==> config.mk <==
export PLATFORM = sky130hd
export DESIGN_NAME = freq_comp_loop
export DESIGN_NICKNAME = d
export VERILOG_FILES = /design/src/rtl/fcl_pkg.sv /design/src/rtl/fcl_window_timer.sv /design/src/rtl/fcl_window_counter.sv /design/src/rtl/fcl_accumulator.sv /design/src/rtl/fcl_rate_mult.sv /design/src/rtl/freq_comp_loop.sv
export SDC_FILE = /design/constraint.sdc
export NUM_CORES = 1
export LEC_CHECK = 0
export ABC_AREA = 0
export BUFFER_PORTS_ARGS = -buffer_cell sky130_fd_sc_hd__buf_2
export CAP_MARGIN = 20
export CORE_AREA = 3 3 73 75
export CTS_CLUSTER_SIZE = 20
export DETAILED_ROUTE_END_ITERATION = 12
export DIE_AREA = 0 0 76 78
export GPL_ROUTABILITY_DRIVEN = 1
export PLACE_DENSITY = 0.74
export SETUP_SLACK_MARGIN = 0.1
export SYNTH_ARGS = -nofsm -noshare
export SYNTH_HDL_FRONTEND = slang
export SYNTH_HIERARCHICAL = 1
export SYNTH_SLANG_ARGS = --single-unit
==> constraint.sdc <==
create_clock -name clk -period 3.5 [get_ports clk]
set_clock_uncertainty 0.1 [all_clocks]
set_input_delay 0.175 -clock clk [delete_from_list [all_inputs] [get_ports clk]]
set_output_delay 0.175 -clock clk [all_outputs]
set_load 0.02 [all_outputs]
==> src/rtl/fcl_pkg.sv <==
package fcl_pkg;

   typedef enum logic [1:0] {
      STEP_NONE = 2'b00,
      STEP_LEAD = 2'b01,
      STEP_LAG  = 2'b10
   } step_e;

   // Net direction of one cycle of loop-filter pulses; both at once cancel.
   function automatic step_e step_of(input logic up, input logic dn);
      step_e s;
      if (up && !dn)
         s = STEP_LEAD;
      else if (dn && !up)
         s = STEP_LAG;
      else
         s = STEP_NONE;
      return s;
   endfunction

endpackage

==> src/rtl/fcl_window_timer.sv <==
module fcl_window_timer #(
   parameter int WIN_LOG2 = 9,
   parameter int PRE_LOG2 = 2,
   localparam int SLOT_W  = WIN_LOG2 - PRE_LOG2
) (
   input  logic                clk,
   input  logic                rst,
   output logic [WIN_LOG2-1:0] win_pos,
   output logic                win_last,
   output logic                slot_strobe,
   output logic [SLOT_W-1:0]   slot_idx
);

   always_ff @(posedge clk) begin
      if (rst)
         win_pos <= '0;
      else
         win_pos <= win_pos + {{(WIN_LOG2-1){1'b0}}, 1'b1};
   end

   assign win_last = &win_pos;
   assign slot_idx = win_pos[WIN_LOG2-1:PRE_LOG2];

   generate
      if (PRE_LOG2 == 0) begin : g_no_prescale
         assign slot_strobe = 1'b1;
      end else begin : g_prescale
         assign slot_strobe = ~|win_pos[PRE_LOG2-1:0];
      end
   endgenerate

endmodule

==> src/rtl/fcl_window_counter.sv <==
module fcl_window_counter
   import fcl_pkg::*;
#(
   parameter int CNT_W = 8
) (
   input  logic                    clk,
   input  logic                    rst,
   input  step_e                   step,
   input  logic                    win_last,
   output logic signed [CNT_W-1:0] win_cnt,
   output logic signed [CNT_W-1:0] cnt_upd
);

   localparam logic signed [CNT_W-1:0] CNT_MAX = {1'b0, {(CNT_W-1){1'b1}}};
   localparam logic signed [CNT_W-1:0] CNT_MIN = -CNT_MAX;
   localparam logic signed [CNT_W-1:0] ONE     = {{(CNT_W-1){1'b0}}, 1'b1};

   always_comb begin
      cnt_upd = win_cnt;
      case (step)
         STEP_LEAD: if (win_cnt != CNT_MAX) cnt_upd = win_cnt + ONE;
         STEP_LAG:  if (win_cnt != CNT_MIN) cnt_upd = win_cnt - ONE;
         default:   cnt_upd = win_cnt;
      endcase
   end

   always_ff @(posedge clk) begin
      if (rst)
         win_cnt <= '0;
      else if (win_last)
         win_cnt <= '0;
      else
         win_cnt <= cnt_upd;
   end

endmodule

==> src/rtl/fcl_accumulator.sv <==
module fcl_accumulator #(
   parameter int CNT_W = 8,
   parameter int ACC_W = 8
) (
   input  logic                    clk,
   input  logic                    rst,
   input  logic                    win_last,
   input  logic signed [CNT_W-1:0] cnt_upd,
   output logic signed [ACC_W-1:0] acc
);

   localparam int SUM_W = ACC_W + 1;
   localparam logic signed [SUM_W-1:0] SUM_HI = SUM_W'((2 ** (ACC_W-1)) - 1);
   localparam logic signed [SUM_W-1:0] SUM_LO = -SUM_W'(2 ** (ACC_W-1));

   logic signed [SUM_W-1:0] acc_ext;
   logic signed [SUM_W-1:0] cnt_ext;
   logic signed [SUM_W-1:0] sum;
   logic signed [ACC_W-1:0] acc_nx;

   assign acc_ext = {acc[ACC_W-1], acc};
   assign cnt_ext = {{(SUM_W-CNT_W){cnt_upd[CNT_W-1]}}, cnt_upd};
   assign sum     = acc_ext + cnt_ext;

   always_comb begin
      if (sum > SUM_HI)
         acc_nx = {1'b0, {(ACC_W-1){1'b1}}};
      else if (sum < SUM_LO)
         acc_nx = {1'b1, {(ACC_W-1){1'b0}}};
      else
         acc_nx = sum[ACC_W-1:0];
   end

   always_ff @(posedge clk) begin
      if (rst)
         acc <= '0;
      else if (win_last)
         acc <= acc_nx;
   end

endmodule

==> src/rtl/fcl_rate_mult.sv <==
module fcl_rate_mult #(
   parameter int ACC_W   = 8,
   parameter int SLOT_W  = 7,
   parameter bit OUT_REG = 1'b1
) (
   input  logic                    clk,
   input  logic                    rst,
   input  logic signed [ACC_W-1:0] acc,
   input  logic                    slot_strobe,
   input  logic [SLOT_W-1:0]       slot_idx,
   output logic                    comp_lead,
   output logic                    comp_lag
);

   localparam int MAG_W = SLOT_W;
   localparam logic [ACC_W:0] ABS_ONE = {{ACC_W{1'b0}}, 1'b1};

   logic [ACC_W:0]     abs_w;
   logic [MAG_W-1:0]   mag;
   logic [MAG_W-1:0]   mag_rev;
   logic [SLOT_W-1:0]  tz_hot;
   logic               fire;
   logic               fire_lead;
   logic               fire_lag;

   assign abs_w = acc[ACC_W-1] ? (~{acc[ACC_W-1], acc}) + ABS_ONE
                               : {1'b0, acc};

   // Cap the magnitude at the number of usable slots.
   generate
      if (MAG_W > ACC_W) begin : g_mag_wide
         assign mag = MAG_W'(abs_w);
      end else begin : g_mag_cap
         localparam logic [ACC_W:0] MAG_CAP = (ACC_W+1)'((2 ** MAG_W) - 1);
         assign mag = (abs_w > MAG_CAP) ? {MAG_W{1'b1}} : MAG_W'(abs_w);
      end
   endgenerate

   // One-hot of the trailing-zero position of the slot index.
   genvar j;
   generate
      for (j = 0; j < SLOT_W; j++) begin : g_slot_class
         if (j == 0) begin : g_lsb
            assign tz_hot[j] = slot_idx[0];
         end else begin : g_upper
            assign tz_hot[j] = slot_idx[j] & ~|slot_idx[j-1:0];
         end
         assign mag_rev[j] = mag[MAG_W-1-j];
      end
   endgenerate

   assign fire      = slot_strobe & |(tz_hot & mag_rev);
   assign fire_lead = fire & ~acc[ACC_W-1];
   assign fire_lag  = fire &  acc[ACC_W-1];

   generate
      if (OUT_REG) begin : g_out_reg
         always_ff @(posedge clk) begin
            if (rst) begin
               comp_lead <= 1'b0;
               comp_lag  <= 1'b0;
            end else begin
               comp_lead <= fire_lead;
               comp_lag  <= fire_lag;
            end
         end
      end else begin : g_out_comb
         assign comp_lead = fire_lead & ~rst;
         assign comp_lag  = fire_lag  & ~rst;
      end
   endgenerate

endmodule

==> src/rtl/freq_comp_loop.sv <==
module freq_comp_loop
   import fcl_pkg::*;
#(
   parameter int WIN_LOG2 = 9,
   parameter int PRE_LOG2 = 2,
   parameter int CNT_W    = 8,
   parameter int ACC_W    = 8,
   parameter bit OUT_REG  = 1'b1
) (
   input  logic clk,
   input  logic rst,
   input  logic lead_in,
   input  logic lag_in,
   output logic comp_lead,
   output logic comp_lag
);

   localparam int SLOT_W = WIN_LOG2 - PRE_LOG2;

   generate
      if (PRE_LOG2 < 1 || PRE_LOG2 >= WIN_LOG2) begin : g_bad_pre
         $error("freq_comp_loop: PRE_LOG2 must lie in 1 .. WIN_LOG2-1");
      end
      if (CNT_W < 2 || CNT_W > ACC_W) begin : g_bad_cnt
         $error("freq_comp_loop: CNT_W must lie in 2 .. ACC_W");
      end
      if (SLOT_W < 2) begin : g_bad_slot
         $error("freq_comp_loop: at least two slot bits are needed");
      end
   endgenerate

   logic [WIN_LOG2-1:0]     win_pos;
   logic                    win_last;
   logic                    slot_strobe;
   logic [SLOT_W-1:0]       slot_idx;
   logic signed [CNT_W-1:0] win_cnt;
   logic signed [CNT_W-1:0] cnt_upd;
   logic signed [ACC_W-1:0] acc;
   step_e                   step;

   assign step = step_of(lead_in, lag_in);

   fcl_window_timer #(
      .WIN_LOG2 (WIN_LOG2),
      .PRE_LOG2 (PRE_LOG2)
   ) u_timer (
      .clk         (clk),
      .rst         (rst),
      .win_pos     (win_pos),
      .win_last    (win_last),
      .slot_strobe (slot_strobe),
      .slot_idx    (slot_idx)
   );

   fcl_window_counter #(
      .CNT_W (CNT_W)
   ) u_count (
      .clk      (clk),
      .rst      (rst),
      .step     (step),
      .win_last (win_last),
      .win_cnt  (win_cnt),
      .cnt_upd  (cnt_upd)
   );

   fcl_accumulator #(
      .CNT_W (CNT_W),
      .ACC_W (ACC_W)
   ) u_accum (
      .clk      (clk),
      .rst      (rst),
      .win_last (win_last),
      .cnt_upd  (cnt_upd),
      .acc      (acc)
   );

   fcl_rate_mult #(
      .ACC_W   (ACC_W),
      .SLOT_W  (SLOT_W),
      .OUT_REG (OUT_REG)
   ) u_gen (
      .clk         (clk),
      .rst         (rst),
      .acc         (acc),
      .slot_strobe (slot_strobe),
      .slot_idx    (slot_idx),
      .comp_lead   (comp_lead),
      .comp_lag    (comp_lag)
   );

endmodule

* Word-level counts from Yosys, hierarchy flattened
Cells that the tools add are included.
** Operators by class
- $lt $le $gt $ge :: 3
- Equal/unequal tests :: 4
- Mux-type cells :: 9
- Add/sub/neg operators :: 5
- Reductions and logical operators :: 20
- Bitwise gates (word level) :: 12
** Operator list (number)
- $mux 8 :: 4
- $add 9x1->9 const B :: 2
- $ne 8x8->1 const B :: 2
- $pmux 8 s2 :: 1
- $add 8x8->9 :: 1
- $and 1x1->1 :: 9
- $gt 9x7->1 const B :: 1
- $gt 9x8->1 const B :: 1
- $logic_not 1->1 :: 9
- $lt 9x8->1 const B :: 1
- $mux 9 :: 1
- $not 9->9 :: 1
- $reduce_and 9->1 :: 1
- $add 8x2->8 const B :: 1
- $sub 8x2->8 const B :: 1
- $and 7x7->7 :: 1
- $mux 7 :: 1
- $reduce_or 7->1 :: 1
- $reduce_or 2->1 :: 3
- $reduce_or 6->1 :: 1
- $reduce_or 5->1 :: 1
- $mux 2 :: 2
- $reduce_or 4->1 :: 1
- $reduce_or 3->1 :: 1
- 4 further kinds :: 5
** Word-level totals
- Flip-flop bits (word level) :: 27
- Input bits :: 4
- Output and inout port bits :: 2

* Depth between registers and ports, before layout
Gate-level depths: netlist (run 1).
- Depth in word-level cells :: 10
- Gate-level depth with buffers :: 15

* By module
Netlist (run 1), hierarchy kept.
** By module, submodules not included
- fcl_window_counter :: seq. area each 160.2 µm², instances 1, cells an instance 117, area an instance 893.4 µm²
- fcl_accumulator :: seq. area each 160.2 µm², instances 1, cells an instance 72, area an instance 685.7 µm²
- fcl_window_timer :: seq. area each 180.2 µm², instances 1, cells an instance 48, area an instance 421.7 µm²
- fcl_rate_mult :: seq. area each 40.0 µm², instances 1, cells an instance 46, area an instance 341.6 µm²
- freq_comp_loop :: seq. area each 0.0 µm², instances 1, cells an instance 2, area an instance 15.0 µm²

* Worst setup path after synthesis (run 1)
Ideal clock, no wire load.
- Path kind :: flip-flop to flip-flop
- Start point :: register u_count.win_cnt[1]
- End point :: register u_accum.acc[0]
- Slack :: -10 ps
- Stages on the path, launching flop included :: 15
- Library setup time :: 144 ps
- Path buffers :: 0
- Arrival :: 3265 ps
- Path through :: dfxtp_1 > inv_1 > ha_1 > nor4bb_1 > nand2_1 > a22o_1 > a22o_1 > ha_1 > fa_1 > a21o_2 > nor2_1 > o21ai_1 > a221oi_2 > maj3_1 > a211oi_2
** On the way
- Word-level cells in the longest chain between the ends :: 7
- Elaborated cells on any way between the ends :: 12
** RTL lines
- start: declaration :: line fcl_window_counter.sv:10 : output logic signed [CNT_W-1:0] win_cnt,
- start signal: assignment :: line fcl_window_counter.sv:33 : win_cnt <= cnt_upd;
- $ne 8x8->1 (on tied branches) :: line fcl_window_counter.sv:22, fcl_window_counter.sv:21
- $mux 8 (on tied branches) :: line fcl_window_counter.sv:22, fcl_window_counter.sv:21
- $pmux 8 s2 * :: line fcl_window_counter.sv:20 : case (step)
- via cnt_upd[0] :: line freq_comp_loop.sv:37 : logic signed [CNT_W-1:0] cnt_upd;
- $add 8x8->9 * :: line fcl_accumulator.sv:23 : assign sum = acc_ext + cnt_ext;
- $lt 9x8->1 :: line fcl_accumulator.sv:28 : else if (sum < SUM_LO)
- $mux 8 :: line fcl_accumulator.sv:28
- $mux 8 * :: line fcl_accumulator.sv:26 : if (sum > SUM_HI)
- end signal: assignment :: line fcl_accumulator.sv:38 : acc <= acc_nx;
- end: declaration :: line fcl_accumulator.sv:9 : output logic signed [ACC_W-1:0] acc
Mark *: on every way through the listed nets, which the timed path passes. The rest lies on a longest branch.
A chain may end at the register's enable or synchronous reset.

* Worst setup path after layout (run 1)
- Start point :: register u_count.win_cnt[1]
- End point :: register u_accum.acc[6]
** On the way
- Word-level cells in the longest chain between the ends :: 7
- Elaborated cells on any way between the ends :: 12
** RTL lines
- $sub 8x2->8, or another cell as far along :: line fcl_window_counter.sv:22 : STEP_LAG: if (win_cnt != CNT_MIN) cnt_upd = win_cnt - ONE;
- $mux 8 (on tied branches) :: line fcl_window_counter.sv:22, fcl_window_counter.sv:21
- $pmux 8 s2 * :: line fcl_window_counter.sv:20
- via cnt_upd[5] :: line freq_comp_loop.sv:37
- $add 8x8->9 * :: line fcl_accumulator.sv:23
- $lt 9x8->1 :: line fcl_accumulator.sv:28
- $mux 8 :: line fcl_accumulator.sv:28
- $mux 8 * :: line fcl_accumulator.sv:26
Marks and branches as above.

==> results of run 1 <==
-- power groups by stage --
stage | combinational [mW] | sequential [mW] | clock [mW]
floorplan | 0.133 | 0.328 | 0
global placement | 0.176 | 0.331 | 0
detailed placement | 0.179 | 0.331 | 0
CTS | 0.190 | 0.325 | 0.188
global route | 0.245 | 0.327 | 0.202
finish | 0.227 | 0.325 | 0.181
-- registers in the layout, summed over array words and instances, names as in the netlist --
| register | count |
|---|---|
| u_gen/comp_lead | 1 |
| u_gen/comp_lag | 1 |
| u_accum/acc | 8 |
| u_count/win_cnt | 8 |
| u_timer/win_pos | 9 |
-- routing by layer --
metal / routed length (µm) / GRT usage
met1: 2690 / 0.269
met2: 2990 / 0.336
met3: 383 / 0.0244
met4: 126 / 0.0688
met5: 0 / 0
-- what timing repair did --
item | in CTS | in global routing
hold buffers | 0 | 0
resized for setup | 7 | 46
pin swaps | 1 | 15
setup endpoints to repair | 8 | 8
buffers inserted | 3 | 11
-- placed cells by master, fill, tap and decap left out, types with 6 or more instances in the layout --
| cell type | instances |
|---|---|
| a211oi_2 | 9 |
| a21oi_1 | 15 |
| a31oi_1 | 6 |
| buf_4 | 32 |
| dfxtp_1 | 22 |
| ha_1 | 10 |
| inv_1 | 18 |
| maj3_2 | 7 |
| nand2_1 | 14 |
| nand3_1 | 7 |
| nor2_1 | 22 |
| o21ai_0 | 7 |
| xnor2_1 | 6 |
-- area by class of cell --
cell class                 count  area, µm²
clock buffer                   3       41.3
sequential                    27        552
tap                           67       83.8
inverter                      19       71.3
fill                         389       1830
multi-input combinational    219       1820
timing repair buffer          42        322
clock inverter                 1       7.51
-- critical path: cells and delay by family, from the launching register on --
family	cells	cell delay, ns
buffers and inverters	2	0.28
AND/OR/NAND/NOR	3	0.97
AO/OA/AOI/OAI	4	0.84
adder cells (fa/ha/maj)	2	0.65
XOR/XNOR	1	0.12
flip-flops	1	0.34
-- path summary, 6_finish.rpt --
path | depth (start not counted) | end
max reg2reg | 12 | u_accum/acc[6]
max | 12 | u_accum/acc[6]
min | 2 | u_timer/win_pos[0]
min reg2reg | 1 | u_timer/win_pos[0]
==> metrics, run 1 <==
status=completed; GPL Wtd Cong=~0.92; Non-Filler Instances=between 300 and 400; P_int=slightly above 0.5 mW; root buf cell=clkbuf_8; hold_ws=~0.20 ns; Mapped Cells=~280; Worst path max stage delay=0.55 ns; Inst Count DP=360; synthesized net count=300; CTS max path bufs=2; CP cell instances=buf_6 > or4_4 > o211a_1 > nor4_4 > nor2_1 > ha_1 > a21oi_1 > o21ai_4 > buf_4 > xnor2_1 > maj3_2 > a211oi_2; part of the power in registers=0.443; Yosys warnings=6; R2R setup slack=0.12 ns; Initial Util=0.488; share of layout cells above drive strength 1=0.334; largest net degree at the start of global routing=22; Mean Syn Cell Area=8.29 µm²; Total Neg Setup Slack=0 ns; Nets=334; Remaining DRCs=0; CP max-delay cell=or4_4; vias=2336; Total GRT Usage=0.201; setup ws final=0.118 ns; count of input and output buffers=5; worst min-delay path class=input pin to flop; Crit. End Element=flop; wire per inst=16.4 µm; min-delay src=rst; Place WS=-0.186 ns; FP Rows=25; # setup viols final=0; critical path required time=3.60 ns; num ports=6; Pre-Repair DR Iteration Count=5; CTS Buf Count=3; antenna violations before repair=0; sw frac=0.314; vias in the first global route=about 2100; Layout area overhead=25.6%; critical path type=flop to flop; Crit path arrival time=3.49 ns; Finished Core Util=0.613; switching power=about 0.23 mW; Final Power=0.734 mW; Final min period=3.38 ns; Slew Viols, Final=0; chip width=roughly 76 µm; worst r2r src=u_count/win_cnt[1]; antenna viol nets, final=0; startpoint type of the worst setup path=flop; Slew headroom=0.686; crit share post-route=0.966; CTS tree=yes; worst-margin pin slew=around 0.47 ns; clock transition at the registers of the reported paths=about 0.10 ns; first-pass GRT wire length=9990 µm; clock power share=0.247; Detailed Route Iter0 Violations=283; synthesized cell area=0.00230 mm²; combinational power share=0.309; routed vias/inst=roughly 6.2; Die Y=around 78 µm; Pleak=about 1.1 nW; Peak VDD IR=204 µV; WL final=around 6200 µm; diode count=0; die area=0.00593 mm²; Core ar.=about 0.0047 mm²; Post-DP HPWL=4250 µm; gr ovfl total=0; critical path startpoint=u_count/win_cnt[1]; area post-placement=0.00254 mm²; post-route cell area=0.00289 mm²; CP max FO=8; total of max-cap violations=0; H-tree depth=1; Clock Latency Late Sink=between 0.2 and 0.3 ns; Hold Vio Cnt, Final=0; Clock Sink Count=27; RSZ-0062 raised after global routing=true; Pwr Density=254 mW/mm²; fmax=296 MHz
(Power assumes the default switching activity.)
==> run 2: changes to the inputs <==
- CORE_AREA: 3 3 73 75 -> 2 2 72 74
- DIE_AREA: 0 0 76 78 -> 0 0 74 76
- GPL_TIMING_DRIVEN: unset -> 0
==> metrics, run 2 (synthesized netlist as in run 1, its figures left out) <==
Peak VDD IR=168 µV; largest net degree at the start of global routing=15; CTS Buf Count=3; Final min period=3.35 ns; total of max-cap violations=0; antenna violations before repair=0; H-tree depth=1; startpoint type of the worst setup path=flop; largest registers=u_timer/win_pos: 9 flops, u_accum/acc: 8 flops, u_count/win_cnt: 8 flops; share of layout cells above drive strength 1=0.297; critical path required time=around 3.6 ns; R2R cell count=13; root buf cell=clkbuf_8; Clock Latency Late Sink=approximately 0.28 ns; crit share post-route=0.957; Slew headroom=0.630; worst-margin pin slew=between 0.5 and 0.6 ns; setup ws final=0.152 ns; most frequent cells in the layout=nor2_1 (22), dfxtp_1 (22), inv_1 (18); antenna viol nets, final=0; vias in the first global route=2060; Initial Util=0.469; CTS max path bufs=2; # setup viols final=0; hold_ws=0.0530 ns; Finished Core Util=0.575; die area=0.00562 mm²; vias=2235; Hold Vio Cnt, Final=0; wire per inst=15.9 µm; Core ar.=0.00491 mm²; gr ovfl total=0; diode count=0; CTS tree=yes; Layout area overhead=22.5%; max reg flops=9; Detailed Route Iter0 Violations=181; Pleak=1.04 nW; WL final=just under 6000 µm; Nets=~320; Slew Viols, Final=0; Crit path arrival time=3.45 ns; FP Rows=26; Die Y=~76 µm; Pwr Density=254 mW/mm²; status=completed; count of input and output buffers=5; routed vias/inst=6.04; Total GRT Usage=0.205; num ports=6; clock transition at the registers of the reported paths=0.09 ns; fmax=299 MHz; Remaining DRCs=0; RSZ-0062 raised after global routing=true; CP max FO=10; Total Neg Setup Slack=0 ns; GPL Wtd Cong=0.911; critical path type=flop to flop; Pre-Repair DR Iteration Count=4; most flop-heavy register=u_timer/win_pos; Cells on Worst Hold Path=2; Place WS=-0.277 ns; first-pass GRT wire length=between 9000 and 10000 µm; worst min-delay path class=input pin to flop; Clock Sink Count=27; Post-DP HPWL=3920 µm; Crit. End Element=flop; chip width=74 µm
[run 2: per-stage QoR]
step / cells / area, µm² / power [mW]
3_5_place_dp: 353 / 2430 / 0.495
3_3_place_gp: 353 / 2430 / 0.490
4_1_cts: 361 / 2620 / 0.694
5_1_grt: 370 / 2820 / 0.756
6_report: 370 / 2820 / 0.718
2_1_floorplan: 278 / 2320 / 0.461
[run 2: critical path, stage by stage (launching register included)]
cell,delay [ns]
dfxtp_4,0.38
buf_6,0.14
inv_1,0.10
ha_4,0.17
or3b_4,0.39
a21o_1,0.21
a2bb2oi_2,0.22
nand2_2,0.10
ha_4,0.30
o211ai_1,0.10
o21ai_2,0.28
o311ai_4,0.17
maj3_1,0.40
a211oi_2,0.22
[run 2: metal layers]
metal  wire length, µm  share of wire  vias to the layer above  track usage
met2              2930           0.50                       70        0.348
met1              2510           0.43                     1067        0.272
li1                  -              -                     1082            -
met5                 0              0                        -            0
met3               307          0.052                       16       0.0291
met4               123          0.021                        0       0.0400
[run 2: worst paths after layout]
path,start,end,slack (ns)
min reg2reg,u_timer/win_pos[0],u_timer/win_pos[0],0.38
max,u_count/win_cnt[0],u_accum/acc[3],0.15
max reg2reg,u_count/win_cnt[0],u_accum/acc[3],0.15
min,rst,u_gen/comp_lead,0.05
[run 2: timing repair]
item                                    in CTS  in global routing
pin swaps                                    4                 13
hold buffers                                 0                  0
gates resized for setup                     23                 36
endpoints found under the setup margin       8                  8
buffers inserted                             4                  9
[run 2: final cells by class]
class	count	area [µm²]
multi-input combinational	219	1860
tap	70	87.6
clock buffer	4	45.0
timing repair buffer	18	126
sequential	27	554
buffer	13	73.8
inverter	19	73.8
fill	442	2090
[run 2: report_power, final]
part | total [mW] | internal (mW) | switching [mW]
registers | 0.325 | 0.314 | 0.0107
logic | 0.212 | 0.0985 | 0.114
clock network | 0.181 | 0.0817 | 0.0993
total | 0.718 | 0.494 | 0.224
